### src/rtl/wc_frame_pkg.sv
package wc_frame_pkg;
    localparam int ROW_W  = 18;
    localparam int WORD_W = 32;

    function automatic int words_for(input int bits);
        return (bits + WORD_W - 1) / WORD_W;
    endfunction
endpackage

### src/rtl/wc_row_bank.sv
module wc_row_bank
    import wc_frame_pkg::*;
#(
    parameter int NROWS  = 66,
    parameter int ADDR_W = 7
) (
    input  logic                     clk,
    input  logic                     rst_n,
    input  logic                     wr_en,
    input  logic [ADDR_W-1:0]        wr_addr,
    input  logic [ADDR_W-1:0]        wr_mask,
    input  logic [ROW_W-1:0]         wr_data,
    output logic [NROWS*ROW_W-1:0]   rows_o
);
    typedef struct packed {
        logic [NROWS-1:0][ROW_W-1:0] rows;
    } bank_t;

    bank_t             st_d, st_q;
    logic [NROWS-1:0]  hit;

    for (genvar r = 0; r < NROWS; r++) begin : g_row
        localparam logic [ADDR_W-1:0] ROW_IDX = ADDR_W'(r);
        assign hit[r] = wr_en && (((ROW_IDX ^ wr_addr) & ~wr_mask) == '0);
        assign rows_o[(NROWS-r)*ROW_W-1 -: ROW_W] = st_q.rows[r];

        // an exact write reaches its row and leaves every other row alone
        a_r4_exact_hit: assert property (@(posedge clk) disable iff (!rst_n)
            (wr_en && wr_mask == '0 && wr_addr == ROW_IDX) |=> st_q.rows[r] == $past(wr_data));
        a_r4_exact_miss: assert property (@(posedge clk) disable iff (!rst_n)
            (wr_en && wr_mask == '0 && wr_addr != ROW_IDX) |=> $stable(st_q.rows[r]));
    end

    always_comb begin
        st_d = st_q;
        for (int r = 0; r < NROWS; r++) begin
            if (hit[r]) st_d.rows[r] = wr_data;
        end
    end

    always_ff @(posedge clk or negedge rst_n) begin
        if (!rst_n) st_q <= '0;
        else        st_q <= st_d;
    end

    // an exact write to an index with no row changes nothing
    a_r6_no_row: assert property (@(posedge clk) disable iff (!rst_n)
        (wr_en && wr_mask == '0 && int'(wr_addr) >= NROWS) |=> $stable(st_q));
endmodule

### src/rtl/wc_frame_ser.sv
module wc_frame_ser
    import wc_frame_pkg::*;
#(
    parameter int NWORDS = 38
) (
    input  logic                     clk,
    input  logic                     rst_n,
    input  logic                     commit,
    input  logic [NWORDS*WORD_W-1:0] frame_i,
    input  logic                     out_ready,
    output logic                     out_valid,
    output logic [WORD_W-1:0]        out_data,
    output logic                     out_last,
    output logic                     busy_o
);
    localparam int IDX_W = (NWORDS > 1) ? $clog2(NWORDS) : 1;
    localparam int FBITS = NWORDS * WORD_W;

    typedef struct packed {
        logic             busy;
        logic [IDX_W-1:0] idx;
    } ser_t;

    ser_t                           st_d, st_q;
    logic [NWORDS-1:0][WORD_W-1:0]  words;

    for (genvar k = 0; k < NWORDS; k++) begin : g_word
        assign words[k] = frame_i[FBITS-1-k*WORD_W -: WORD_W];
    end

    assign out_valid = st_q.busy;
    assign out_data  = words[st_q.idx];
    assign out_last  = st_q.busy && (st_q.idx == IDX_W'(NWORDS-1));
    assign busy_o    = st_q.busy;

    always_comb begin
        st_d = st_q;
        if (!st_q.busy) begin
            if (commit) begin
                st_d.busy = 1'b1;
                st_d.idx  = '0;
            end
        end else if (out_ready) begin
            if (out_last) st_d.busy = 1'b0;
            else          st_d.idx  = st_q.idx + 1'b1;
        end
    end

    always_ff @(posedge clk or negedge rst_n) begin
        if (!rst_n) st_q <= '0;
        else        st_q <= st_d;
    end

    // a stalled word is held
    a_r8_hold: assert property (@(posedge clk) disable iff (!rst_n)
        (out_valid && !out_ready) |=> (out_valid && $stable(out_data)));
    // the frame ends after its final word is taken
    a_r8_end: assert property (@(posedge clk) disable iff (!rst_n)
        (out_valid && out_ready && out_last) |=> !out_valid);
    // an idle commit starts the stream on the next cycle
    a_r8_start: assert property (@(posedge clk) disable iff (!rst_n)
        (!out_valid && commit) |=> (out_valid && !$past(out_valid)));
endmodule

### src/rtl/wc_frame_reg.sv
module wc_frame_reg
    import wc_frame_pkg::*;
#(
    parameter int LOGIC_ROWS = 64,
    localparam int NROWS      = LOGIC_ROWS + 2,
    localparam int ADDR_W     = $clog2(NROWS)
) (
    input  logic              clk,
    input  logic              rst_n,
    input  logic              wr_valid,
    output logic              wr_ready,
    input  logic [ADDR_W-1:0] wr_addr,
    input  logic [ADDR_W-1:0] wr_mask,
    input  logic [17:0]       wr_data,
    input  logic              commit,
    output logic              out_valid,
    input  logic              out_ready,
    output logic [31:0]       out_data,
    output logic              out_last
);
    localparam int ROW_BITS   = NROWS * ROW_W;
    localparam int NWORDS     = words_for(ROW_BITS);
    localparam int FRAME_BITS = NWORDS * WORD_W;
    localparam int PAD        = FRAME_BITS - ROW_BITS;

    logic                   busy;
    logic                   wr_en;
    logic [ROW_BITS-1:0]    rows_flat;
    logic [FRAME_BITS-1:0]  frame_flat;

    assign wr_ready = !busy;
    assign wr_en    = wr_valid && wr_ready;

    wc_row_bank #(.NROWS(NROWS), .ADDR_W(ADDR_W)) u_bank (
        .clk     (clk),
        .rst_n   (rst_n),
        .wr_en   (wr_en),
        .wr_addr (wr_addr),
        .wr_mask (wr_mask),
        .wr_data (wr_data),
        .rows_o  (rows_flat)
    );

    if (PAD > 0) begin : g_pad
        assign frame_flat = {rows_flat, {PAD{1'b0}}};
        // tail of the last word is zero
        a_r2_pad_zero: assert property (@(posedge clk) disable iff (!rst_n)
            out_last |-> out_data[PAD-1:0] == '0);
    end else begin : g_nopad
        assign frame_flat = rows_flat;
    end

    wc_frame_ser #(.NWORDS(NWORDS)) u_ser (
        .clk       (clk),
        .rst_n     (rst_n),
        .commit    (commit),
        .frame_i   (frame_flat),
        .out_ready (out_ready),
        .out_valid (out_valid),
        .out_data  (out_data),
        .out_last  (out_last),
        .busy_o    (busy)
    );

    // the frame content cannot change while it is being sent
    a_r9_frozen: assert property (@(posedge clk) disable iff (!rst_n)
        out_valid |=> $stable(rows_flat));
endmodule

### config.mk
export PLATFORM = sky130hd
export DESIGN_NAME = wc_frame_reg
export DESIGN_NICKNAME = d
export VERILOG_FILES = /design/src/rtl/wc_frame_pkg.sv /design/src/rtl/wc_row_bank.sv /design/src/rtl/wc_frame_ser.sv /design/src/rtl/wc_frame_reg.sv
export SDC_FILE = /design/constraint.sdc
export NUM_CORES = 2
export LEC_CHECK = 0
export CAP_MARGIN = 40
export CELL_PAD_IN_SITES_DETAIL_PLACEMENT = 0
export CELL_PAD_IN_SITES_GLOBAL_PLACEMENT = 1
export CORE_MARGIN = 5
export CORE_UTILIZATION = 50
export DETAILED_ROUTE_END_ITERATION = 10
export PLACE_DENSITY = 0.86
export SETUP_SLACK_MARGIN = 0.5
export SLEW_MARGIN = 5
export SYNTH_ARGS = -nofsm -noshare
export SYNTH_HDL_FRONTEND = slang
export SYNTH_SLANG_ARGS = --single-unit
### constraint.sdc
create_clock -name clk -period 2.7 [get_ports clk]
set_input_delay 0.54 -clock clk [delete_from_list [all_inputs] [get_ports clk]]
set_output_delay 0.54 -clock clk [all_outputs]
set_load 0.01 [all_outputs]
* Word level (Yosys, flattened, before mapping)
Cells that the tools add are included.
Storage, ports and cells: bits of input ports 37, flip-flop bits (word level) 1195
Cells by class: add/subtract/negate cells 1, magnitude comparators 1, mux-type cells 7, bitwise operators 132, reductions and logical operators 137, equal/unequal tests 3
Operators with widths (count):
- 7-bit AND | 66
- 7-bit logical NOT | 66
- 32-bit binary-select mux with 6-bit select | 1
- 1-bit logical AND | 68
- 3-bit NOT | 20
- 4-bit NOT | 15
- 32-bit two-way mux | 1
- 2-bit NOT | 16
- 5-bit NOT | 6
- 7-bit two-way mux | 3
- 6-bit by 7-bit < comparator with 1-bit output, second input constant | 1
- 1-bit NOT | 7
- 7-bit NOT | 1
- 6-bit by 1-bit adder with 6-bit output, second input constant | 1
- 6-bit equality test, second input constant | 1
- 6-bit two-way mux | 1
- 6-bit NOT | 1
- 2-bit inequality test, second input constant | 2
- 3-bit AND reduction | 1
- 2-bit nonzero test | 1
- 1-bit logical NOT | 1
- 1-bit two-way mux | 1

* Longest topological paths before layout
word-level depth 5, depth in mapped cells 9

* By module
Synthesis repeated with hierarchy kept, for this count alone.
Second synthesis, totals: cell total of the unflattened synthesis 3893, area total of the unflattened synthesis 55490.7 um^2
Modules (own cells, without submodules):
- wc_row_bank | times used 1, area an instance 44679.1 um^2, sequential area each 29728.5 um^2, cells an instance 2703
- wc_frame_ser | times used 1, area an instance 10797.9 um^2, sequential area each 175.2 um^2, cells an instance 1187
- wc_frame_reg | times used 1, area an instance 13.8 um^2, sequential area each 0.0 um^2, cells an instance 3

* Worst setup path before layout
Ideal clock, no wire load.
path kind flip-flop to output port, start register u_ser.st_q[0] (netlist name), end output port out_data[0], path buffers 5, path slack 0.216 ns, arrival 1.944 ns, cell stages (with the launch flop) 9, path through dfrtp_1 buf_4 buf_4 buf_4 buf_4 nor2_1 clkbuf_1 a22oi_1 o2111ai_1
On the way: longest elaborated chain between the ends 2
RTL lines:
- start, declared | line wc_frame_ser.sv:24 | ser_t st_d, st_q;
- start signal, assigned | line wc_frame_ser.sv:51 | else st_q <= st_d;
- 32-bit binary-select mux with 6-bit select | line wc_frame_ser.sv:32 | assign out_data = words[st_q.idx];
- 32-bit two-way mux (not written as such) | line wc_frame_ser.sv:32
- end, declared | line wc_frame_reg.sv:18 | output logic [31:0] out_data,
No other way between the ends. The select of a mux whose other input is x is not followed.

* Final worst setup path
start register u_ser.st_q[0] (netlist name), end output port out_data[31]
The elaborated chain is that of the path after synthesis.

==> summary.txt <==
Setup path
  • Setup crit end kind: output port
  • Worst reg2reg path depth: 15
  • Critical path launch point type: flip-flop
  • CP required: 2.16 ns
  • Worst-path fanout max: 6
  • R2r setup slk: 0.27 ns
  • Worst reg2reg startpoint: u_ser.st_q[0]
  • Crit path arrival time: 3.19 ns
  • Critical path class: flip-flop to output port
  • RR Endpoint: u_ser.st_q[1]

Synthesis
  • YS warnings: 0
  • Post-synth EDFFs: 0
  • Top-count cell post-synth: dfrtp_1
  • Cells after Synth: 3759
  • Most instantiated cells after synthesis: dfrtp_1 (1195), mux2_2 (1178), mux2i_1 (281), clkbuf_1 (191), mux4_2 (150)
  • Syn Area/Cell: 14.6 sq um
  • Syn Nets: 3798
  • Share of the synthesized area in the top cell type: 54.6%
  • Seq/Total Area, Yosys: 54.6%
  • Synth top area cells: dfrtp_1 (55%), mux2_2 (24%), mux4_2 (6.2%), mux2i_1 (5.1%), a22oi_1 (1.8%)
  • Synth unique cells: 51
  • Synth area leader: dfrtp_1
  • Most used DFF post-synth: dfrtp_1
  • Asr flop ratio synth: 100%
  • Synth Register Bits: 1195
  • Mapped cell area: 54800 sq um

Die
  • Die Ht: 341 um
  • Die Span X: 341 um
  • Io pins: 72
  • Core Area: 109000 sq um
  • Starting Density: 50.4%
  • Die area: 116000 sq um
  • Rows: 121

Power and ir drop
  • Clk network pwr share: 33.4%
  • Power after layout: 0.0553 W
  • Cell Int Power: 0.0376 W
  • Max rail drop VDD: 0.802 mV
  • Reg power frac: 35.0%
  • Sw Ratio: 32.1%
  • Net Sw Power: 0.0177 W
  • Lkg Pwr: 33.2 nW
  • Logic pwr share: 31.6%
  • PD cells: 809 nW/um^2

Timing
  • Setup Viol. Count Final: 33
  • Worst slew pin tran: 0.885 ns
  • Final hold vios: 0
  • Final Skew: 0.0444 ns
  • RSZ-0062 raised after global routing: true
  • Post-route minimum period: 3.73 ns
  • Fin worst setup slack: -1.03 ns
  • Fin. max-slew vios: 0
  • Fmax: 0.268 GHz
  • Relative slew slack: 41.0%
  • Period utilization: 138%

Global route
  • Largest net degree at the start of global routing: 89
  • Vias in the first global route: 38.9k
  • Gr ovfl total: 0
  • First-pass GRT wire length: 266 mm
  • Total GRT Usage: 30.9%
  • Initial antenna violation count: 9

Run
  • Max-Cap Viols: 0

Placed design
  • RD Place Congestion: 0.938
  • Post-place setup slack: -0.925 ns
  • Placed Cells: 5396
  • DP Wirelength: 113 mm
  • IO buf count: 71
  • Placed Area: 61500 sq um

Routing
  • Drt wl/cell: 32.2 um
  • TritonRoute pass-1 iters: 5
  • Iteration-0 DRC Markers: 4197
  • Via count: 37.2k
  • Final ANT Viol Nets: 0
  • Residual DRC count: 0
  • WL final: 184 mm
  • Vias per cell: 6.52

CTS
  • CTS tree: done
  • Clock latency on the worst-skew pair: 0.74 ns
  • Root Driver: clkbuf_16
  • Htree depth: 3
  • Reg clk slew, reported paths: 0.07 ns
  • Bufs on Longest Clock Path: 3
  • Clk sink count: 1195
  • CTS buffer count: 121

Final layout
  • Finished Core Util: 62.8%
  • Fillers: 7614
  • Synthesis-to-finish area growth: 24.8%
  • Share of cells above drive strength 1: 56.1%
  • Nets: 4226
  • Fin cells: 5710
  • Final instance area: 68400 sq um

Run status
  • Violated checks: negative setup slack
  • Status: complete, but fails checks

Hold path
  • Hold Path Class: input port to flip-flop
  • Hold Crit Depth: 2
  • Hold Crit Endpoint: u_bank.rows_o[82]
  • Hold Crit Start: wr_data[10]
==> cell families (layout without fill, tap and decap cells) <==
kind of cell,after synthesis,in the layout,share of synthesized area [%]
flops,1195,1195,54.6
other cells,0,3,0
simple gates,305,305,2.78
buf+inv,332,866,2.71
xor+xnor,2,2,0.0320
mux,1619,1619,35.8
compound gates,304,304,4.11
fa+ha+maj,2,2,0.0456
==> how the worst max path moves through the flow <==
stage / cells past startpoint / slack (ns) / endpoint / start
final: 9 / -1.03 / out_data[31] / u_ser.st_q[0]
after global routing: 9 / -1.02 / out_data[31] / u_ser.st_q[0]
after CTS: 10 / -1.07 / out_data[5] / u_ser.st_q[0]
after detailed placement: 7 / -0.92 / out_data[31] / u_ser.st_q[0]
after global placement: 7 / -0.92 / out_data[31] / u_ser.st_q[0]
after floorplan: 6 / 0.44 / out_data[28] / u_ser.st_q[0]
==> state kept, by name, indices dropped and copies added, names as in the netlist <==
name and cells:
u_ser.st_q 6, u_ser.busy_o 1, u_bank.rows_o 1188
==> layout by cell type (no fill, tap or decap), types with 15 or more instances in the layout <==
cell type	n
a21oi_1	48
a22oi_1	91
a22oi_2	43
a311o_1	15
buf_12	163
buf_2	15
buf_4	333
buf_6	68
bufinv_16	18
clkbuf_1	22
clkbuf_16	135
clkbuf_8	39
clkdlybuf4s50_1	17
clkinv_2	17
dfrtp_1	1190
mux2_2	1178
mux2i_1	262
mux4_2	150
nand2_1	91
nand2_2	60
nand3_1	38
nor2_1	34
o2111ai_4	22
==> final cells by class <==
cell class	instances	area [sq um]	area share, %
clock buffer	184	3700	5.41
timing repair buffer	632	7540	11.0
tap	1414	1770	2.59
sequential	1195	29900	43.7
clock inverter	45	738	1.08
multi-input combinational	2232	24700	36.1
inverter	5	25.0	0.0366
antenna	3	7.51	0.0110
==> per-layer routing <==
metal,global-route usage [%],up-vias,part of all wire [%],wire length (um)
met5,0,-,0.081,150
met4,13.7,6,5.0,9190
met3,9.70,479,11,20400
met2,45.7,2128,44,81200
met1,42.2,19800,40,73100
li1,-,14800,-,-
==> worst max-delay path, stage by stage, from the launching register on <==
cell and delay [ns]:
dfrtp_4 0.52, buf_6 0.13, buf_12 0.14, buf_12 0.15, buf_8 0.12, buf_12 0.12, mux4_2 0.47, a21oi_4 0.28
o2111ai_4 0.28, buf_6 0.21
==> metrics by stage <==
| stage | TNS (ns) | hold WS (ns) |
|---|---|---|
| 5_1_grt | -30.64 | 0.189 |
| 4_1_cts | -29.61 | 0.164 |
| 3_5_place_dp | -69.32 | 0.487 |
| 3_3_place_gp | -76.13 | 0.481 |
| 2_1_floorplan | 0 | 0.244 |
| 6_report | -29.83 | 0.187 |
==> what timing repair did <==
action                                  CTS  global route
endpoints found under the setup margin  348           412
cloned                                    7            14
hold buffers                              1             0
pin swaps                                28            84
hold endpoints to repair                 58             0
buffers inserted                          9            50
resized for setup                       222           234
==> power groups by stage <==
stage	sequential, W	clock [W]	combinational, W
2_1_floorplan	0.0194	0	0.00695
3_3_place_gp	0.0196	0	0.0151
3_5_place_dp	0.0196	0	0.0151
4_1_cts	0.0193	0.0185	0.0159
5_1_grt	0.0194	0.0194	0.0180
6_report	0.0194	0.0185	0.0175
Power figures use the tool's default switching activity.
